**config.mk**
```make
export PLATFORM = sky130hd
export DESIGN_NAME = dcnt_timer
export DESIGN_NICKNAME = d
export VERILOG_FILES = /design/src/rtl/dcnt_pkg.sv /design/src/rtl/dcnt_prescale.sv /design/src/rtl/dcnt_core.sv /design/src/rtl/dcnt_timer.sv
export SDC_FILE = /design/constraint.sdc
export NUM_CORES = 1
export LEC_CHECK = 0
export ABC_AREA = 0
export BUFFER_PORTS_ARGS = -buffer_cell sky130_fd_sc_hd__buf_2
export CAP_MARGIN = 20
export CORE_MARGIN = 5
export CORE_UTILIZATION = 40
export CTS_CLUSTER_SIZE = 16
export DETAILED_ROUTE_END_ITERATION = 7
export GPL_TIMING_DRIVEN = 1
export PLACE_DENSITY = 0.67
export SYNTH_ARGS = -nofsm -noshare
export SYNTH_HDL_FRONTEND = slang
export SYNTH_SLANG_ARGS = --single-unit
```
**constraint.sdc**
```tcl
create_clock -name clk -period 3.6 [get_ports clk]
set_input_delay 0.9 -clock clk [delete_from_list [all_inputs] [get_ports clk]]
set_output_delay 0.9 -clock clk [all_outputs]
set_load 0.1 [all_outputs]
```
**src/rtl/dcnt_pkg.sv**
```systemverilog
// Package: register select codes and control field positions shared by the
// timer channel and its bench. Assumes a 3-bit register select.
package dcnt_pkg;

    localparam logic [2:0] SEL_LOAD   = 3'd0;
    localparam logic [2:0] SEL_VALUE  = 3'd1;
    localparam logic [2:0] SEL_CTRL   = 3'd2;
    localparam logic [2:0] SEL_CLR    = 3'd3;
    localparam logic [2:0] SEL_RAW    = 3'd4;
    localparam logic [2:0] SEL_MASKED = 3'd5;
    localparam logic [2:0] SEL_BGLOAD = 3'd6;

    localparam int B_ONESHOT  = 0;
    localparam int B_SIZE     = 1;
    localparam int B_PRESC_LO = 2;
    localparam int B_INTEN    = 5;
    localparam int B_MODE     = 6;
    localparam int B_ENABLE   = 7;

    typedef struct packed {
        logic       en;
        logic       periodic;
        logic       inten;
        logic [1:0] presc;
        logic       size;
        logic       oneshot;
    } ctrl_t;

endpackage

```
**src/rtl/dcnt_prescale.sv**
```systemverilog
// Prescaler: emits a one-cycle tick every 1, 2^SHIFT or 2^(2*SHIFT) clocks
// while enabled. Assumes code 3 acts as code 2. The divider is held at zero
// while disabled, so it restarts on each enable.
module dcnt_prescale #(
    parameter int SHIFT = 4
) (
    input  logic       clk,
    input  logic       rst_n,
    input  logic       en,
    input  logic [1:0] code,
    output logic       tick
);
    localparam int PRE_W = 2 * SHIFT;

    logic [PRE_W-1:0] pre_cnt;
    logic [PRE_W-1:0] div_m1;

    // Terminal count for the selected divide.
    always_comb begin
        case (code)
            2'd0:    div_m1 = '0;
            2'd1:    div_m1 = PRE_W'((1 << SHIFT) - 1);
            default: div_m1 = '1;
        endcase
    end

    assign tick = en && (pre_cnt >= div_m1);

    // Divider count: held at zero while disabled, restarted after each tick.
    always_ff @(posedge clk) begin
        if (!rst_n)        pre_cnt <= '0;
        else if (!en)      pre_cnt <= '0;
        else if (tick)     pre_cnt <= '0;
        else               pre_cnt <= pre_cnt + 1'b1;
    end

    // the divider starts from zero when enable rises.
    p_restart_r3: assert property (@(posedge clk) disable iff (!rst_n)
        $rose(en) |-> (pre_cnt == '0));

endmodule

```
**src/rtl/dcnt_core.sv**
```systemverilog
// Count core: holds the count value and the raw interrupt flag. It applies
// load writes, decrements, reloads, wraps and the one-shot halt. Assumes a
// load write wins over a tick, and a raw-flag set wins over a clear.
module dcnt_core #(
    parameter int CNT_W  = 32,
    parameter int HALF_W = 16
) (
    input  logic             clk,
    input  logic             rst_n,
    input  logic             tick,
    input  logic             size,
    input  logic             periodic,
    input  logic             oneshot,
    input  logic [CNT_W-1:0] load_val,
    input  logic             load_wr,
    input  logic [CNT_W-1:0] load_data,
    input  logic             clr_wr,
    output logic [CNT_W-1:0] value,
    output logic             raw
);
    localparam int UP_W = CNT_W - HALF_W;

    logic cur_zero;
    logic cur_one;
    logic [CNT_W-1:0] next_dec;
    logic [CNT_W-1:0] next_zero;

    // Zero and one detection over the active width.
    always_comb begin
        if (size) begin
            cur_zero = (value == '0);
            cur_one  = (value == CNT_W'(1));
        end else begin
            cur_zero = (value[HALF_W-1:0] == '0);
            cur_one  = (value[HALF_W-1:0] == HALF_W'(1));
        end
    end

    // Next count for a plain decrement and for a tick at zero.
    always_comb begin
        if (size) next_dec = value - 1'b1;
        else      next_dec = {value[CNT_W-1:HALF_W], value[HALF_W-1:0] - 1'b1};
        if (oneshot)       next_zero = value;
        else if (periodic) next_zero = size ? load_val
                                            : {value[CNT_W-1:HALF_W], load_val[HALF_W-1:0]};
        else               next_zero = size ? '1
                                            : {value[CNT_W-1:HALF_W], {HALF_W{1'b1}}};
    end

    // Count register update.
    always_ff @(posedge clk) begin
        if (!rst_n)        value <= '1;
        else if (load_wr)  value <= load_data;
        else if (tick)     value <= cur_zero ? next_zero : next_dec;
    end

    // Raw flag: set on the 1 -> 0 decrement, cleared by a clear write.
    always_ff @(posedge clk) begin
        if (!rst_n)                               raw <= 1'b0;
        else if (tick && !load_wr && cur_one)     raw <= 1'b1;
        else if (clr_wr)                          raw <= 1'b0;
    end

    // a decrement to zero always leaves the raw flag set.
    p_raw_on_zero_r8: assert property (@(posedge clk) disable iff (!rst_n)
        (tick && !load_wr && cur_one) |=> raw);

    // a load write lands exactly, despite any tick.
    p_load_prio_r6: assert property (@(posedge clk) disable iff (!rst_n)
        load_wr |=> (value == $past(load_data)));

    // a halted one-shot count does not move.
    p_oneshot_halt_r10: assert property (@(posedge clk) disable iff (!rst_n)
        (tick && oneshot && cur_zero && !load_wr) |=> $stable(value));

    // a periodic tick at zero reloads the low half from the reload value.
    p_reload_r4: assert property (@(posedge clk) disable iff (!rst_n)
        (tick && !oneshot && periodic && cur_zero && !load_wr)
        |=> (value[HALF_W-1:0] == $past(load_val[HALF_W-1:0])));

    // in 16-bit mode the upper half holds unless a load write occurs.
    p_upper_hold_r11: assert property (@(posedge clk) disable iff (!rst_n)
        (!size && !load_wr) |=> (value[CNT_W-1:HALF_W] == $past(value[CNT_W-1:HALF_W])));

    logic [UP_W-1:0] unused_up;
    assign unused_up = '0;

endmodule

```
**src/rtl/dcnt_timer.sv**
```systemverilog
// Timer channel top: holds the control and reload registers, decodes write
// strobes, muxes read data and drives the masked interrupt. Assumes single-
// cycle write strobes and a combinational read path.
module dcnt_timer #(
    parameter int CNT_W     = 32,
    parameter int HALF_W    = 16,
    parameter int PRE_SHIFT = 4
) (
    input  logic             clk,
    input  logic             rst_n,
    input  logic             wr_en,
    input  logic [2:0]       wr_sel,
    input  logic [CNT_W-1:0] wr_data,
    input  logic [2:0]       rd_sel,
    output logic [CNT_W-1:0] rd_data,
    output logic             irq
);
    import dcnt_pkg::*;

    localparam int CTRL_W = 8;

    ctrl_t            ctrl;
    logic [CNT_W-1:0] load_val;
    logic [CNT_W-1:0] value;
    logic             raw;
    logic             tick;
    logic             masked;
    logic             load_wr;
    logic             clr_wr;
    logic [CTRL_W-1:0] ctrl_rd;

    assign load_wr = wr_en && (wr_sel == SEL_LOAD);
    assign clr_wr  = wr_en && (wr_sel == SEL_CLR);

    // Control register: only the defined fields are stored.
    always_ff @(posedge clk) begin
        if (!rst_n) begin
            ctrl       <= '0;
            ctrl.inten <= 1'b1;
        end else if (wr_en && wr_sel == SEL_CTRL) begin
            ctrl.oneshot  <= wr_data[B_ONESHOT];
            ctrl.size     <= wr_data[B_SIZE];
            ctrl.presc    <= wr_data[B_PRESC_LO +: 2];
            ctrl.inten    <= wr_data[B_INTEN];
            ctrl.periodic <= wr_data[B_MODE];
            ctrl.en       <= wr_data[B_ENABLE];
        end
    end

    // Reload register: written by both load selects.
    always_ff @(posedge clk) begin
        if (!rst_n)                                             load_val <= '0;
        else if (wr_en && (wr_sel == SEL_LOAD || wr_sel == SEL_BGLOAD)) load_val <= wr_data;
    end

    dcnt_prescale #(.SHIFT(PRE_SHIFT)) u_pre (
        .clk  (clk),
        .rst_n(rst_n),
        .en   (ctrl.en),
        .code (ctrl.presc),
        .tick (tick)
    );

    dcnt_core #(.CNT_W(CNT_W), .HALF_W(HALF_W)) u_core (
        .clk      (clk),
        .rst_n    (rst_n),
        .tick     (tick),
        .size     (ctrl.size),
        .periodic (ctrl.periodic),
        .oneshot  (ctrl.oneshot),
        .load_val (load_val),
        .load_wr  (load_wr),
        .load_data(wr_data),
        .clr_wr   (clr_wr),
        .value    (value),
        .raw      (raw)
    );

    assign masked = raw && ctrl.inten;
    assign irq    = masked;

    // Control read image with reserved bits at zero.
    always_comb begin
        ctrl_rd = '0;
        ctrl_rd[B_ONESHOT]       = ctrl.oneshot;
        ctrl_rd[B_SIZE]          = ctrl.size;
        ctrl_rd[B_PRESC_LO +: 2] = ctrl.presc;
        ctrl_rd[B_INTEN]         = ctrl.inten;
        ctrl_rd[B_MODE]          = ctrl.periodic;
        ctrl_rd[B_ENABLE]        = ctrl.en;
    end

    // Read data mux.
    always_comb begin
        case (rd_sel)
            SEL_LOAD, SEL_BGLOAD: rd_data = load_val;
            SEL_VALUE:            rd_data = value;
            SEL_CTRL:             rd_data = CNT_W'(ctrl_rd);
            SEL_RAW:              rd_data = CNT_W'(raw);
            SEL_MASKED:           rd_data = CNT_W'(masked);
            default:              rd_data = '0;
        endcase
    end

    // reserved control bits read as zero.
    p_ctrl_rsvd_r2: assert property (@(posedge clk) disable iff (!rst_n)
        (rd_sel == SEL_CTRL) |-> (rd_data[CNT_W-1:CTRL_W] == '0 && rd_data[4] == 1'b0));

    // with interrupts disabled the pin stays low.
    p_irq_mask_r9: assert property (@(posedge clk) disable iff (!rst_n)
        !ctrl.inten |-> !irq);

endmodule

```
# Word-level counts from Yosys, hierarchy flattened
# Index checks and enable logic that the tools add are counted.
# classes
reduce_logical	22
n_eq_ne	12
add_sub_neg	3
order_cmp	1
mux	14
bitwise	2
# ops
op	count
$mux 32	8
$pmux 32 s5	1
$eq 32x1->1 const B	1
$logic_not 32->1	1
$sub 32x1->32 const B	1
$eq 16x1->1 const B	1
$logic_not 16->1	1
$pmux 8 s2	1
$sub 16x1->16 const B	1
$eq 3x3->1 const B	4
$eq 3x2->1 const B	3
$add 8x1->8 const B	1
$ge 8x8->1	1
$logic_and 1x1->1	8
$logic_not 3->1	2
$reduce_bool 2->1	3
$mux 1	4
$eq 3x1->1 const B	1
$ne 3x2->1 const B	1
$reduce_and 3->1	1
$reduce_or 3->1	1
$eq 2x1->1 const B	1
$logic_not 2->1	1
$not 1->1	2
other kinds (4)	4
# totals
register_bits	80
out_inout_bits	33
elab_cells	65

# Longest topological paths before layout
# logic_depth
ltp_word	7
depth_mapped	11
mapped_depth_nobuf	9

# By module
# Synthesis repeated with hierarchy kept, for this count alone.
# unflattened
hier_cells	621
hier_area_um2	5167.5
# modules_own_cells
mod	area_per_inst_um2	instances	cells_each
dcnt_core	2658.8	1	338
dcnt_timer	1990.7	1	228
dcnt_prescale	518.0	1	55

# Worst setup path before layout
# Ideal clock, no wire load.
# synth_path
kind	input port to output port
from	in rd_sel[2]
to	out rd_data[1]
cell_stages	3
required_time_ns	2.700
path_slack_ns	-0.816
n_path_buf	0
t_arrival_ns	3.516
path_cell_list	xnor2_1 > a22oi_1 > o21ai_0
# synth_between
elab_chain_cells	3
word_cells_on_any_way	8
cone_classes	eq/ne (5); mux (1); reduce/logical (2)
# synth_rtl
item	line	rtl
start: declaration	dcnt_timer.sv:14	input logic [2:0] rd_sel,
$eq 3x3->1 / $logic_not 3->1 (equally long branches)	dcnt_timer.sv:95	case (rd_sel)
$reduce_or 2->1	dcnt_timer.sv:95	
$pmux 32 s5 *	dcnt_timer.sv:95	
end: declaration	dcnt_timer.sv:15	output logic [CNT_W-1:0] rd_data,
# Every way passes the cells marked *; elsewhere a longest branch is shown, timed or not.

# Final worst setup path
# layout_path
from	in rd_sel[0]
to	out rd_data[6]
# Same word-level chain as after synthesis.

==> run_results.csv <==
group,metric,value,unit
place,hpwlAfterDp,10400,um
timing,fin_tns_setup,0,ns
timing,hold_viol_final,0,
cts,cts_setup_buffers,0,
synthesis,yosysWarnings,0,
detailed_routing,post-route-drc-count,0,
cts,ctsHoldBuffers,0,
final_layout,diodes,0,
worst_setup_path,cp_top_family,"buffers and inverters",
power_and_ir_drop,p_int,0.00157,W
final_layout,multiInputGateArea,0.00308,mm^2
synthesis,synth.avg_cell_area,7.81,um^2
timing,timing.final.crit_share,86.6,%
detailed_routing,routed.top_layer,"met4",
worst_setup_path,start_kind,"primary input",
worst_setup_path,crit_type,"primary input to output port",
grt,grtUsageTotal,21.1,%
synthesis,ys_types,71,
place,dp.cells,811,
worst_setup_path,critPathMaxStageDelay,0.37,ns
worst_setup_path,crit_required,2.70,ns
timing,finClkSkew,0.00683,ns
power_and_ir_drop,clock_power_share,38.3,%
worst_setup_path,rr_startpoint,"ctrl[2]",
cts,cts_buffers,9,
timing,relSlewSlack,30.0,%
die,io_pins,74,
timing,max_freq,0.321,GHz
detailed_routing,wl_met3,1010,um
worst_setup_path,cp.buffers_inverters,3,
grt,grt_pass1_wl,25400,um
worst_setup_path,r2r_cells,9,
synthesis,synth_flop_cell,"dfxtp_1",
place,port_buffers,73,
final_layout,nFillCells,1135,
final_layout,final_util,51.1,%
worst_setup_path,r2r_setup_slack,0.53,ns
power_and_ir_drop,leakage,2.24,nW
cts,clock-root-buffer,"clkbuf_16",
timing,whs,0.467,ns
detailed_routing,met2_length,7310,um
worst_setup_path,crit_chain,"buf_2 -> nor3b_2 -> buf_4 -> nand2_1 -> o21ai_1 -> buf_12",
timing,slew_violations,0,
detailed_routing,post_drt_wl_per_cell,18.3,um
detailed_routing,vias,5085,
timing,final.min_clock_period,3.12,ns
final_layout,layoutNonFillerInstCount,826,
synthesis,ys_ff_latch,80,
detailed_routing,drt-total-wl,15100,um
detailed_routing,drtAntennaViolNets,0,
die,die_width,121,um
power_and_ir_drop,power_frac_comb,19.6,%
detailed_routing,dr.pass1.iters,5,
final_layout,layout.nets,727,
synthesis,ys_async_sr_fraction,0,%
power_and_ir_drop,vdd_drop_max,0.246,mV
synthesis,syn_area,0.00492,mm^2
final_layout,seq_area,0.00160,mm^2
detailed_routing,dr.first_iter.drc_count,424,
cts,cts_tree,"done",
timing,worstMarginPinSlew,1.05,ns
final_layout,drive_above_1_share,21.8,%
worst_setup_path,crit_path_max_fanout,31,
synthesis,synth_enable_flop_cells,0,
power_and_ir_drop,power_frac_seq,42.1,%
run_status,run_status,"finished clean",
synthesis,syn_nets,682,
final_layout,area_delta_synth_final,24.8,%
final_layout,final_common_cell,"nand2_1",
worst_hold_path,hp-class,"flip-flop to flip-flop",
timing,setup_viol,0,
worst_hold_path,hold_path_depth,2,
cts,insertion_delay,0.34,ns
synthesis,yosysSeqAreaShare,32.5,%
power_and_ir_drop,netSwitchingPower,0.000687,W
final_layout,final_cell_mix,"nand2_1 (90), dfxtp_1 (80), nor2_1 (53), a21oi_1 (43), buf_2 (42)",
power_and_ir_drop,p_per_area,368,mW/mm^2
worst_hold_path,holdCritStartpoint,"load_val[31]",
grt,grt_overflow_total,0,
cts,cts_num_sinks,80,
grt,grt_max_degree,57,
cts,clk_pin_slew,0.06,ns
worst_setup_path,cp.arrival,2.22,ns
die,start_util,41.0,%
timing,rsz0062_at_grt,"false",
die,dieArea,0.0146,mm^2
grt,first_global_vias,5036,
cts,htreeDepth,3,
cts,cts_resized,0,
detailed_routing,wl_met1,6610,um
detailed_routing,drt-vias-per-instance,6.16,
run,cap_violations,0,
worst_setup_path,end_kind,"output port",
worst_hold_path,whs_endpoint,"load_val[31]",
grt,antenna_found_initial,0,
cts,clk_path_buf_depth,2,
die,row_count,40,
synthesis,synthCells,630,
worst_setup_path,slowest_stage,"buf_4",
place,gp_congestion,0.901,
worst_setup_path,critPathLaunch,"rd_sel[0]",
die,die_h,121,um
power_and_ir_drop,report.power.total,0.00226,W
worst_setup_path,worstReg2RegEnd,"u_core.value[25]",
die,core,0.0120,mm^2
power_and_ir_drop,p_sw_share,30.4,%
## worst register-to-register path, cell delays in order (launching register included)
cell and delay (ns):
dfxtp_1 0.33, or2_2 0.32, ha_1 0.27, nand2b_1 0.09, a2111oi_0 0.12, o32ai_1 0.82, o211ai_2 0.48, buf_4 0.30
nand3_1 0.09, o311ai_1 0.12
## logic make-up (layout without fill, tap and decap cells)
kind of cell | Yosys count | count (layout) | share of synthesized area (%)
fa+ha+maj | 11 | 11 | 2.80
mux | 9 | 9 | 1.83
compound gates | 188 | 188 | 27.7
buf+inv | 68 | 117 | 5.77
xor+xnor | 23 | 23 | 4.09
simple gates | 251 | 251 | 25.2
flops | 80 | 80 | 32.5
## worst max-delay path by stage
stage | endpoint | slack (ns) | cells after the start
finish | rd_data[6] | 0.48 | 6
global route | u_core.value[22] | 0.33 | 7
CTS | rd_data[6] | 0.48 | 6
detailed placement | rd_data[0] | 0.49 | 5
global placement | rd_data[0] | 0.53 | 5
floorplan | rd_data[5] | -0.13 | 5
## stage by stage
step	area [um^2]	setup WS (ns)
5_1_grt	6140	0.330
2_1_floorplan	4950	-0.129
6_report	6140	0.482
3_5_place_dp	5870	0.494
3_3_place_gp	5870	0.529
4_1_cts	6140	0.484
## cell type report
| cell class | instances | share of cell area (%) |
|---|---|---|
| clock inverters | 3 | 0.285 |
| flip-flops and latches | 80 | 26.1 |
| repair buffers | 90 | 15.6 |
| clock buffers | 12 | 4.18 |
| well taps | 147 | 2.99 |
| multi-input cells | 482 | 50.1 |
| inverters | 12 | 0.733 |
## cells in the mapped netlist (12+ instances only)
cell | instances | share of area (%)
nor3_1 | 20 | 2.0
o21ai_0 | 25 | 2.5
clkbuf_1 | 44 | 3.4
a31oi_1 | 14 | 1.8
nand2_1 | 90 | 6.9
a22o_1 | 25 | 4.4
a21oi_1 | 43 | 4.4
xnor2_1 | 15 | 2.7
inv_1 | 12 | 0.92
nand3_1 | 23 | 2.3
o311ai_1 | 14 | 2.5
dfxtp_1 | 80 | 33
nor2_1 | 53 | 4.0
## power by group through the flow
stage | clock network [W] | logic (W) | registers (W)
3_3_place_gp | 0 | 0.000438 | 0.000968
6_report | 0.000865 | 0.000443 | 0.000950
2_1_floorplan | 0 | 0.000289 | 0.000954
5_1_grt | 0.000912 | 0.000470 | 0.000954
4_1_cts | 0.000871 | 0.000445 | 0.000950
3_5_place_dp | 0 | 0.000443 | 0.000969
## per-layer routing
layer  GRT usage, %  vias to the layer above
met5              0                        -
met4           6.52                        0
met3           3.73                       25
met2           35.0                      217
met1           27.8                     2407
li1               -                     2436
## state kept, by name, summed over array words and instances, names as in the netlist
| register | flops |
|---|---|
| ctrl | 7 |
| u_pre.pre_cnt | 8 |
| load_val | 32 |
| u_core.raw | 1 |
| u_core.value | 32 |
No activity file was read; power rests on OpenSTA's default activity.
